<file path="src/rtl/dec_pkg.sv">
package dec_pkg;
  typedef enum logic [2:0] {
    ST_IDLE, ST_RUN, ST_BLOCK, ST_UNBLK, ST_SQUASH
  } dec_state_e;

  // Layout of one lane word inside a stored group
  localparam int OFS_V    = 0;
  localparam int OFS_K    = 1;
  localparam int OFS_C    = 2;
  localparam int OFS_T    = 3;
  localparam int OFS_M    = 4;
  localparam int OFS_P    = 5;
  localparam int OFS_Z    = 6;
  localparam int OFS_TAG  = 7;

  function automatic int lane_width(input int tag_w, input int pc_w);
    return OFS_TAG + tag_w + pc_w;
  endfunction

  // A slot forces a fetch redirect when its resolved target was wrong,
  // or when a non-control instruction was predicted taken.
  function automatic logic lane_redirects(input logic ctrl, input logic tgt_known,
                                          input logic mispred, input logic pred_taken);
    return (ctrl && tgt_known && mispred) || (pred_taken && !ctrl);
  endfunction
endpackage

</file>
<file path="src/rtl/dec_skid.sv">
module dec_skid #(
  parameter int GW    = 32,
  parameter int DEPTH = 4,
  localparam int PW   = (DEPTH > 1) ? $clog2(DEPTH) : 1,
  localparam int CW   = $clog2(DEPTH + 1)
) (
  input  logic          clk,
  input  logic          rst_n,
  input  logic          clr,
  input  logic          push,
  input  logic          pop,
  input  logic [GW-1:0] din,
  output logic [GW-1:0] head,
  output logic [CW-1:0] count,
  output logic          full,
  output logic          empty
);
  logic [GW-1:0] mem [DEPTH];
  logic [PW-1:0] rd_q, wr_q;
  logic [CW-1:0] cnt_q;
  logic          do_push, do_pop;

  function automatic logic [PW-1:0] bump(input logic [PW-1:0] p);
    return (p == PW'(DEPTH - 1)) ? '0 : p + 1'b1;
  endfunction

  assign empty   = (cnt_q == '0);
  assign full    = (cnt_q == CW'(DEPTH));
  assign do_pop  = pop && !empty;
  assign do_push = push && (!full || do_pop);

  always_ff @(posedge clk or negedge rst_n) begin
    if (!rst_n) begin
      rd_q  <= '0;
      wr_q  <= '0;
      cnt_q <= '0;
    end else if (clr) begin
      rd_q  <= '0;
      wr_q  <= '0;
      cnt_q <= '0;
    end else begin
      if (do_push) wr_q <= bump(wr_q);
      if (do_pop)  rd_q <= bump(rd_q);
      cnt_q <= cnt_q + CW'(do_push) - CW'(do_pop);
    end
  end

  always_ff @(posedge clk) begin
    if (do_push && !clr) mem[wr_q] <= din;
  end

  assign head  = mem[rd_q];
  assign count = cnt_q;
endmodule

</file>
<file path="src/rtl/dec_pack.sv">
module dec_pack import dec_pkg::*; #(
  parameter int W      = 4,
  parameter int TAG_W  = 8,
  parameter int PC_W   = 16,
  localparam int LANE_W = OFS_TAG + TAG_W + PC_W,
  localparam int CNT_W  = $clog2(W + 1)
) (
  input  logic [W*LANE_W-1:0] grp,
  output logic [W-1:0]        o_valid,
  output logic [W-1:0]        o_ready,
  output logic [W*TAG_W-1:0]  o_tag,
  output logic [CNT_W-1:0]    o_count,
  output logic                o_redir,
  output logic [PC_W-1:0]     o_redir_pc
);
  always_comb begin
    logic stop;
    int   n;
    o_valid    = '0;
    o_ready    = '0;
    o_tag      = '0;
    o_redir    = 1'b0;
    o_redir_pc = '0;
    stop       = 1'b0;
    n          = 0;
    for (int i = 0; i < W; i++) begin
      logic [LANE_W-1:0] ln;
      ln = grp[i*LANE_W +: LANE_W];
      if (!stop && ln[OFS_V] && !ln[OFS_K]) begin
        o_tag[n*TAG_W +: TAG_W] = ln[OFS_TAG +: TAG_W];
        o_ready[n] = ln[OFS_Z];
        o_valid[n] = 1'b1;
        n = n + 1;
        if (lane_redirects(ln[OFS_C], ln[OFS_T], ln[OFS_M], ln[OFS_P])) begin
          stop       = 1'b1;
          o_redir    = 1'b1;
          o_redir_pc = ln[OFS_TAG+TAG_W +: PC_W];
        end
      end
    end
    o_count = CNT_W'(n);
  end
endmodule

</file>
<file path="src/rtl/dec_stage.sv">
module dec_stage import dec_pkg::*; #(
  parameter int LANES      = 4,
  parameter int TAG_W      = 8,
  parameter int PC_W       = 16,
  parameter int SKID_DEPTH = 4,
  localparam int CNT_W     = $clog2(LANES + 1)
) (
  input  logic                  clk,
  input  logic                  rst_n,
  input  logic [LANES-1:0]      in_valid,
  input  logic [LANES-1:0]      in_killed,
  input  logic [LANES-1:0]      in_is_ctrl,
  input  logic [LANES-1:0]      in_tgt_known,
  input  logic [LANES-1:0]      in_mispred,
  input  logic [LANES-1:0]      in_pred_taken,
  input  logic [LANES-1:0]      in_no_src,
  input  logic [LANES*TAG_W-1:0] in_tag,
  input  logic [LANES*PC_W-1:0] in_next_pc,
  input  logic                  stall_rename,
  input  logic                  stall_exec,
  input  logic                  stall_commit,
  input  logic                  flush_commit,
  input  logic                  flush_rob,
  output logic [LANES-1:0]      out_valid,
  output logic [LANES*TAG_W-1:0] out_tag,
  output logic [LANES-1:0]      out_ready,
  output logic [CNT_W-1:0]      out_count,
  output logic                  fetch_hold,
  output logic                  fetch_redirect,
  output logic [PC_W-1:0]       fetch_redirect_pc
);
  localparam int LANE_W = lane_width(TAG_W, PC_W);
  localparam int GW     = LANES * LANE_W;
  localparam int SCW    = $clog2(SKID_DEPTH + 1);

  dec_state_e st_q, st_d;

  logic [GW-1:0]       grp_live, grp_head, grp_src;
  logic [SCW-1:0]      skid_count;
  logic                skid_full, skid_empty;
  logic                skid_push, skid_pop, skid_clr;
  logic                live_any, stall_any, flush_any;
  logic                emit, hold_d, redir_d;
  logic [LANES-1:0]    pk_valid, pk_ready;
  logic [LANES*TAG_W-1:0] pk_tag;
  logic [CNT_W-1:0]    pk_count;
  logic                pk_redir;
  logic [PC_W-1:0]     pk_pc;

  // Groups still buffered once the head leaves and a live group may join
  function automatic logic left_after_pop(input logic [SCW-1:0] cnt, input logic add);
    return (int'(cnt) + (add ? 1 : 0)) > 1;
  endfunction

  for (genvar i = 0; i < LANES; i++) begin : g_lane
    assign grp_live[i*LANE_W +: LANE_W] = {
      in_next_pc[i*PC_W +: PC_W], in_tag[i*TAG_W +: TAG_W],
      in_no_src[i], in_pred_taken[i], in_mispred[i], in_tgt_known[i],
      in_is_ctrl[i], in_killed[i], in_valid[i]};
  end

  assign live_any  = |in_valid;
  assign stall_any = stall_rename | stall_exec | stall_commit;
  assign flush_any = flush_commit | flush_rob;
  assign grp_src   = (st_q == ST_UNBLK) ? grp_head : grp_live;

  dec_skid #(.GW(GW), .DEPTH(SKID_DEPTH)) u_skid (
    .clk(clk), .rst_n(rst_n), .clr(skid_clr), .push(skid_push), .pop(skid_pop),
    .din(grp_live), .head(grp_head), .count(skid_count),
    .full(skid_full), .empty(skid_empty));

  dec_pack #(.W(LANES), .TAG_W(TAG_W), .PC_W(PC_W)) u_pack (
    .grp(grp_src), .o_valid(pk_valid), .o_ready(pk_ready), .o_tag(pk_tag),
    .o_count(pk_count), .o_redir(pk_redir), .o_redir_pc(pk_pc));

  always_comb begin
    st_d      = st_q;
    skid_push = 1'b0;
    skid_pop  = 1'b0;
    skid_clr  = 1'b0;
    emit      = 1'b0;
    hold_d    = 1'b0;
    redir_d   = 1'b0;
    unique case (st_q)
      ST_IDLE, ST_RUN, ST_UNBLK: begin
        if (flush_any) begin
          skid_clr = 1'b1;
          st_d     = ST_SQUASH;
        end else if (stall_any) begin
          skid_push = live_any;
          hold_d    = 1'b1;
          st_d      = ST_BLOCK;
        end else begin
          emit = 1'b1;
          if (pk_redir) begin
            skid_clr = 1'b1;
            redir_d  = 1'b1;
            st_d     = ST_SQUASH;
          end else if (st_q == ST_UNBLK) begin
            skid_push = live_any;
            skid_pop  = 1'b1;
            if (left_after_pop(skid_count, live_any)) hold_d = 1'b1;
            else st_d = ST_RUN;
          end else if (live_any) begin
            st_d = ST_RUN;
          end
        end
      end
      ST_BLOCK: begin
        skid_push = live_any;
        hold_d    = 1'b1;
        if (flush_any) begin
          skid_clr = 1'b1;
          hold_d   = 1'b0;
          st_d     = ST_SQUASH;
        end else if (!stall_any) begin
          st_d = (skid_empty && !live_any) ? ST_RUN : ST_UNBLK;
        end
      end
      default: begin
        if (!flush_any) st_d = ST_RUN;
      end
    endcase
  end

  always_ff @(posedge clk or negedge rst_n) begin
    if (!rst_n) begin
      st_q              <= ST_IDLE;
      out_valid         <= '0;
      out_tag           <= '0;
      out_ready         <= '0;
      out_count         <= '0;
      fetch_hold        <= 1'b0;
      fetch_redirect    <= 1'b0;
      fetch_redirect_pc <= '0;
    end else begin
      st_q              <= st_d;
      out_valid         <= emit ? pk_valid : '0;
      out_tag           <= emit ? pk_tag   : '0;
      out_ready         <= emit ? pk_ready : '0;
      out_count         <= emit ? pk_count : '0;
      fetch_hold        <= hold_d;
      fetch_redirect    <= redir_d;
      fetch_redirect_pc <= redir_d ? pk_pc : '0;
    end
  end
endmodule

</file>
<file path="config.mk">
export PLATFORM = sky130hd
export DESIGN_NAME = dec_stage
export DESIGN_NICKNAME = d
export VERILOG_FILES = /design/src/rtl/dec_pkg.sv /design/src/rtl/dec_skid.sv /design/src/rtl/dec_pack.sv /design/src/rtl/dec_stage.sv
export SDC_FILE = /design/constraint.sdc
export NUM_CORES = 1
export LEC_CHECK = 0
export ABC_AREA = 1
export BUFFER_PORTS_ARGS = -buffer_cell sky130_fd_sc_hd__buf_2
export CAP_MARGIN = 20
export CORE_MARGIN = 3
export CORE_UTILIZATION = 64
export DETAILED_ROUTE_END_ITERATION = 10
export GPL_ROUTABILITY_DRIVEN = 1
export PLACE_DENSITY = 0.81
export SYNTH_ARGS = -nofsm -noshare
export SYNTH_HDL_FRONTEND = slang
export SYNTH_SLANG_ARGS = --single-unit
</file>
<file path="constraint.sdc">
create_clock -name clk -period 22 [get_ports clk]
set_input_delay 4.4 -clock clk [delete_from_list [all_inputs] [get_ports clk]]
set_output_delay 4.4 -clock clk [all_outputs]
set_load 0.01 [all_outputs]
</file>
After elaboration in Yosys (flattened, before gate mapping). Memories as Yosys holds them, arrays and structs flattened. Cells that the tools add are included.

Add/subtract/negate cells: 11. $lt $le $gt $ge: 7. Equality and inequality tests: 10. Shifts and indexed selects: 6. Mux-type cells: 98. Bitwise operators: 6. Reduce and logical (&&, ||, !) cells: 53.

Operators with widths (count): $mux 32 (6); $mux 16 (9); $mux 124 (1); $shift 8x33->32 const A (3); $shiftx 8x33->32 (3); $bwmux 32 (3); $neg 32->33 (2); $ge 32x1->1 const B (2); $lt 32x4->1 const B (2); $mux 1 (41); $mux 3 (12); $neg 4->33 (1); $add 32x2->32 const B (1); $mux 4 (8); $logic_and 1x1->1 (26); $logic_not 1->1 (15); $mux 2 (7); $bwmux 4 (3); $ne 6x6->1 const B (2); $mux 8 (1); $or 4x4->4 (2); $demux 1 s2 (3); $eq 3x2->1 const B (2); $logic_not 3->1 (2); other kinds (23) (34).

Bits in registers: 71. RAM bits: 496. Bits of input ports: 131. Output and inout bits: 61. Logic and storage cells: 203. Memories: 1.

Memories: u_skid.mem (depth 4, bits a word 124, rd ports 1, clocked after Yosys merged registers in 0, wr ports 1, RTL line dec_skid.sv:18) `logic [GW-1:0] mem [DEPTH];`.

Logic depth before layout (Yosys ltp).
Word-level depth: 29. Gate-level depth with buffers: 23. Gate-level depth less buffers: 19.

Hierarchy. A second synthesis with hierarchy kept.

Cells, all modules: 2323. Area total of the unflattened synthesis: 24753.7 um2.

By module, submodules not included: dec_skid (times used 1, cells an instance 1260, area an instance 18799.3 um2, sequential area each 15069.5 um2); dec_stage (times used 1, cells an instance 656, area an instance 3925.0 um2, sequential area each 1601.5 um2); dec_pack (times used 1, cells an instance 407, area an instance 2029.4 um2, sequential area each 0.0 um2).

Worst setup path after synthesis. Ideal clock, no wire load.

Kind: in2reg. From: in in_mispred[0]. To: mem u_skid.mem[0][0] (netlist bit) (enable). Setup time: 0.609 ns. Data arrival time: 10.715 ns. Required time: 21.391 ns. Setup slack: 10.675 ns. Stages on the path: 11. Path buffers: 0. Cell sequence: nand3_1 o211ai_1 nand3_4 o21ai_4 a21oi_4 o21ai_2 nor2_1 nand2_1 nand2_1 nand3_1 nor2_1.

Cells in the longest elaborated chain, start to end: 27. Elaborated cells between the ends (all ways): 39. Those cells by class: mux: 23; reduce/logical: 16.

RTL lines: start: declaration (RTL line dec_stage.sv:14) `input logic [LANES-1:0] in_mispred,`; $mux 124 * (RTL line dec_stage.sv:65) `assign grp_src = (st_q == ST_UNBLK) ? grp_head : grp_live;`; $logic_and 1x1->1 * (RTL line dec_pkg.sv:24) `return (ctrl && tgt_known && mispred) || (pred_taken && !ctrl);`; $logic_or 1x1->1 * (RTL line dec_pkg.sv:24); $mux 1 * (RTL line dec_pack.sv:34) `if (lane_redirects(ln[OFS_C], ln[OFS_T], ln[OFS_M], ln[OFS_P])) begin`; $mux 1 * (RTL line dec_pack.sv:29) `if (!stop && ln[OFS_V] && !ln[OFS_K]) begin`; $logic_not 1->1 (RTL line dec_pack.sv:29); $logic_and 1x1->1 (2 in a row) (RTL line dec_pack.sv:29); $mux 1 * (RTL line dec_pack.sv:29); (+10 left out); $mux 1 (RTL line dec_stage.sv:86) `if (flush_any) begin`; $mux 1 (RTL line dec_stage.sv:84) `unique case (st_q)`; $logic_and 1x1->1 (RTL line dec_skid.sv:29) `assign do_pop = pop && !empty;`; $logic_or 1x1->1 (RTL line dec_skid.sv:30) `assign do_push = push && (!full || do_pop);`; $logic_and 1x1->1 (RTL line dec_skid.sv:30); $logic_and 1x1->1 * (RTL line dec_skid.sv:49) `if (do_push && !clr) mem[wr_q] <= din;`; $mux 1 * (RTL line dec_skid.sv:49); $mux 1 (not written as such) * (RTL line dec_skid.sv:49); end: declaration (RTL line dec_skid.sv:18).

Mark *: on every way between the ends. The rest lies on a longest branch, timed or not.

Worst setup path in the final report.
From: in in_killed[0]. To: reg out_tag[18].

Cells in the longest elaborated chain, start to end: 17. Elaborated cells between the ends (all ways): 38. Those cells by class: add/sub: 5; shift: 6; mux: 16; reduce/logical: 11.

RTL lines: start: declaration (RTL line dec_stage.sv:11) `input logic [LANES-1:0] in_killed,`; $mux 124 * (RTL line dec_stage.sv:65); $logic_not 1->1 * (RTL line dec_pack.sv:29); $logic_and 1x1->1 * (RTL line dec_pack.sv:29); branches (longest 12 deep; another with $neg 32->33); $mux 32 * (RTL line dec_pack.sv:29); $mux 32 * (RTL line dec_stage.sv:139) `out_tag <= emit ? pk_tag : '0;`; end signal: assignment (RTL line dec_stage.sv:139); end: declaration (RTL line dec_stage.sv:25) `output logic [LANES*TAG_W-1:0] out_tag,`.

Every way passes the cells marked *. A chain may end at the register's enable or synchronous reset.

==> metrics.txt <==
CTS buffer count 54; Setup Skew 0.0137 ns; Syn. warnings 0; Post-synth EDFFs 496; Power Density 87.9 mW/mm^2; f_max 0.122 GHz; Synth Area in Compound Gates 0.116; startpoint types primary input; htree depth 2; most common cell after layout, fill and taps aside edfxtp_1; DRC errors left 0; Core Area 0.0360 mm^2; WL per Instance 21.8 um; Worst Min Path Start st_q[1]; post-synthesis xor/xnor area fraction 0.000741; largest cells by area after synthesis edfxtp_1, dfrtp_1, nand2_1; number of placed instances, taps included 2518; CTS tree done; Layout area overhead 12.4%; Die Wd 198 um; combined area of the multi-input logic cells 0.00625 mm^2; crit path DAT 8.70 ns; Async SR Flop Fraction 0.125; Storage cell area 0.0167 mm^2; r2r startpoint u_skid.rd_q[0]; largest net degree at the start of global routing 119; Final setup viols 0; CP max FO 18; fraction of layout cells with a size suffix above 1 0.147; Cell Area, Synth 0.0236 mm^2; via count 16229; max_slew headroom 0.295; setup TNS 0 ns; post-synthesis mux area share 0; Iter 0 DRT Violations 1741; Final Cycle Share 0.373; Mapped Nets 2117; Setup Fix Bufs, Post-CTS 0; outcome finished clean; initial antenna violation count 17; CTS Root Cell clkbuf_16; DR vias/cell 6.18; commonest cells after routing, fill and taps aside edfxtp_1, nand2_1, nor2_1; clock slew at reported path FFs 0.06 ns; top cell type by total area after synthesis edfxtp_1; Synth top area share 0.630; hold slack 0.579 ns; Critical Path RT 22.49 ns; fin util 0.738; crit end category flip-flop; hpwl dp 33700 um; post-route ant nets 0; most common flop cell mapped by yosys edfxtp_1; post-cts sizing count 0; first-pass GRT wire length 87500 um; VDD IR max 0.0716 mV; Post-Synth Simple-Gate Area 0.132; area of the die 0.0393 mm^2; final net count 2269; RSZ-0062 raised after global routing no; post-synthesis adder-cell area fraction 0.0139; main combinational cell family by area after synthesis simple AND/OR/NAND/NOR gates; Synth cell types 51; crit path from in_killed[0]; CTS Hold Bufs 0; WL final 57200 um; IO Pins 192; min Tclk post-route 8.21 ns; # port buffers 191; vias in the first global route 15722; register area share after synthesis 0.705; # Max-Cap Violations 0; Post-Syn Instances 1961; Worst Hold Class reg2reg; Slew @ Worst Pin 1.06 ns; 1st-pass router iterations 6; die height 198 um; Non-Filler Instances 2626; Hold Vio Cnt, Final 0; worst skew pair latency 0.60 ns; GRT Overall Usage 0.291; clock buffer depth 3; GR Overflow Total 0; Slew Limit Fails 0; register bit total from synthesis 567; row count 69; Initial Util 0.657; Placer Congestion 0.882; total of fill cells in the finished design 2332; average cell area after synthesis 12.1 um^2; Pleak 10.1 nW; critical path type in2reg; CTS sink cnt 567
-- where the power goes --
part,internal [mW],switching (mW),leakage (nW)
Combinational,0.0562,0.139,3.77
Clock,0.520,0.382,0.837
Sequential,1.22,0.0152,5.45
Total,1.80,0.536,10.1
-- through the flow --
| step | area (um^2) | setup WS (ns) | power (mW) |
|---|---|---|---|
| 2_1_floorplan | 23600 | 10.68 | 1.38 |
| 3_3_place_gp | 24800 | 13.42 | 1.44 |
| 3_5_place_dp | 24800 | 13.24 | 1.45 |
| 4_1_cts | 26600 | 13.84 | 2.35 |
| 5_1_grt | 26600 | 13.34 | 2.42 |
| 6_report | 26600 | 13.79 | 2.34 |
-- cell type report --
| class | count | share of cell area |
|---|---|---|
| flip-flops and latches | 567 | 0.627 |
| multi-input cells | 1217 | 0.235 |
| clock buffers | 72 | 0.0545 |
| repair buffers | 208 | 0.0409 |
| well taps | 461 | 0.0217 |
| clock inverters | 28 | 0.00998 |
| inverters | 65 | 0.00956 |
| diodes | 8 | 0.000753 |
-- metal layers --
layer | global-route usage | share of wire | up-vias
met3 | 0.0582 | 0.084 | 145
met2 | 0.466 | 0.49 | 757
met4 | 0.111 | 0.034 | 22
met1 | 0.401 | 0.39 | 7882
met5 | 0 | 0.0024 | -
li1 | - | - | 7423
-- cells in the mapped netlist, types with 6 or more instances --
library cell	n
a211oi_1	31
a21oi_1	112
a22oi_1	18
a31oi_1	22
a32o_1	35
buf_1	16
buf_2	36
clkbuf_1	53
dfrtp_1	71
edfxtp_1	496
ha_1	23
inv_1	53
inv_2	7
nand2_1	328
nand3_1	89
nor2_1	275
nor3_1	14
o211ai_1	33
o21ai_0	132
o21ai_1	6
o22ai_1	19
o31ai_1	20
or3_1	16
-- registers in the layout (all words and copies together) (netlist names), 3 cells and up --
register / cells
fetch_redirect_pc: 16
u_skid.mem: 496
out_valid: 4
out_count: 3
u_skid.count: 3
st_q: 3
out_tag: 32
out_ready: 4
-- logic make-up (layout without fill, tap and decap cells) --
family	Yosys count	after routing
xor+xnor	2	2
simple gates	749	749
flops	567	567
buf+inv	177	373
fa+ha+maj	25	25
compound gates	441	441
other cells	0	8
-- path summary, 6_finish.rpt --
kind / to / slack (ns) / cells after the start
min: st_q[1] / 0.58 / 2
max: out_tag[18] / 13.79 / 14
max in group asynchronous: u_skid.rd_q[0] / 17.29 / 1
min reg2reg: st_q[1] / 0.58 / 2
min in group asynchronous: st_q[1] / 3.98 / 1
max reg2reg: out_tag[18] / 15.92 / 16
-- worst max-delay path: stages --
cell,delay (ns)
buf_2,0.12
nand3b_1,0.17
nand2_2,0.34
nand3_4,0.35
nand2_1,0.45
inv_1,0.26
ha_1,0.25
o21ai_0,0.54
inv_1,0.19
ha_1,0.43
inv_1,0.14
nor3_1,0.66
a21oi_1,0.18
a211oi_1,0.20
No activity file was read; power rests on OpenSTA's default activity.
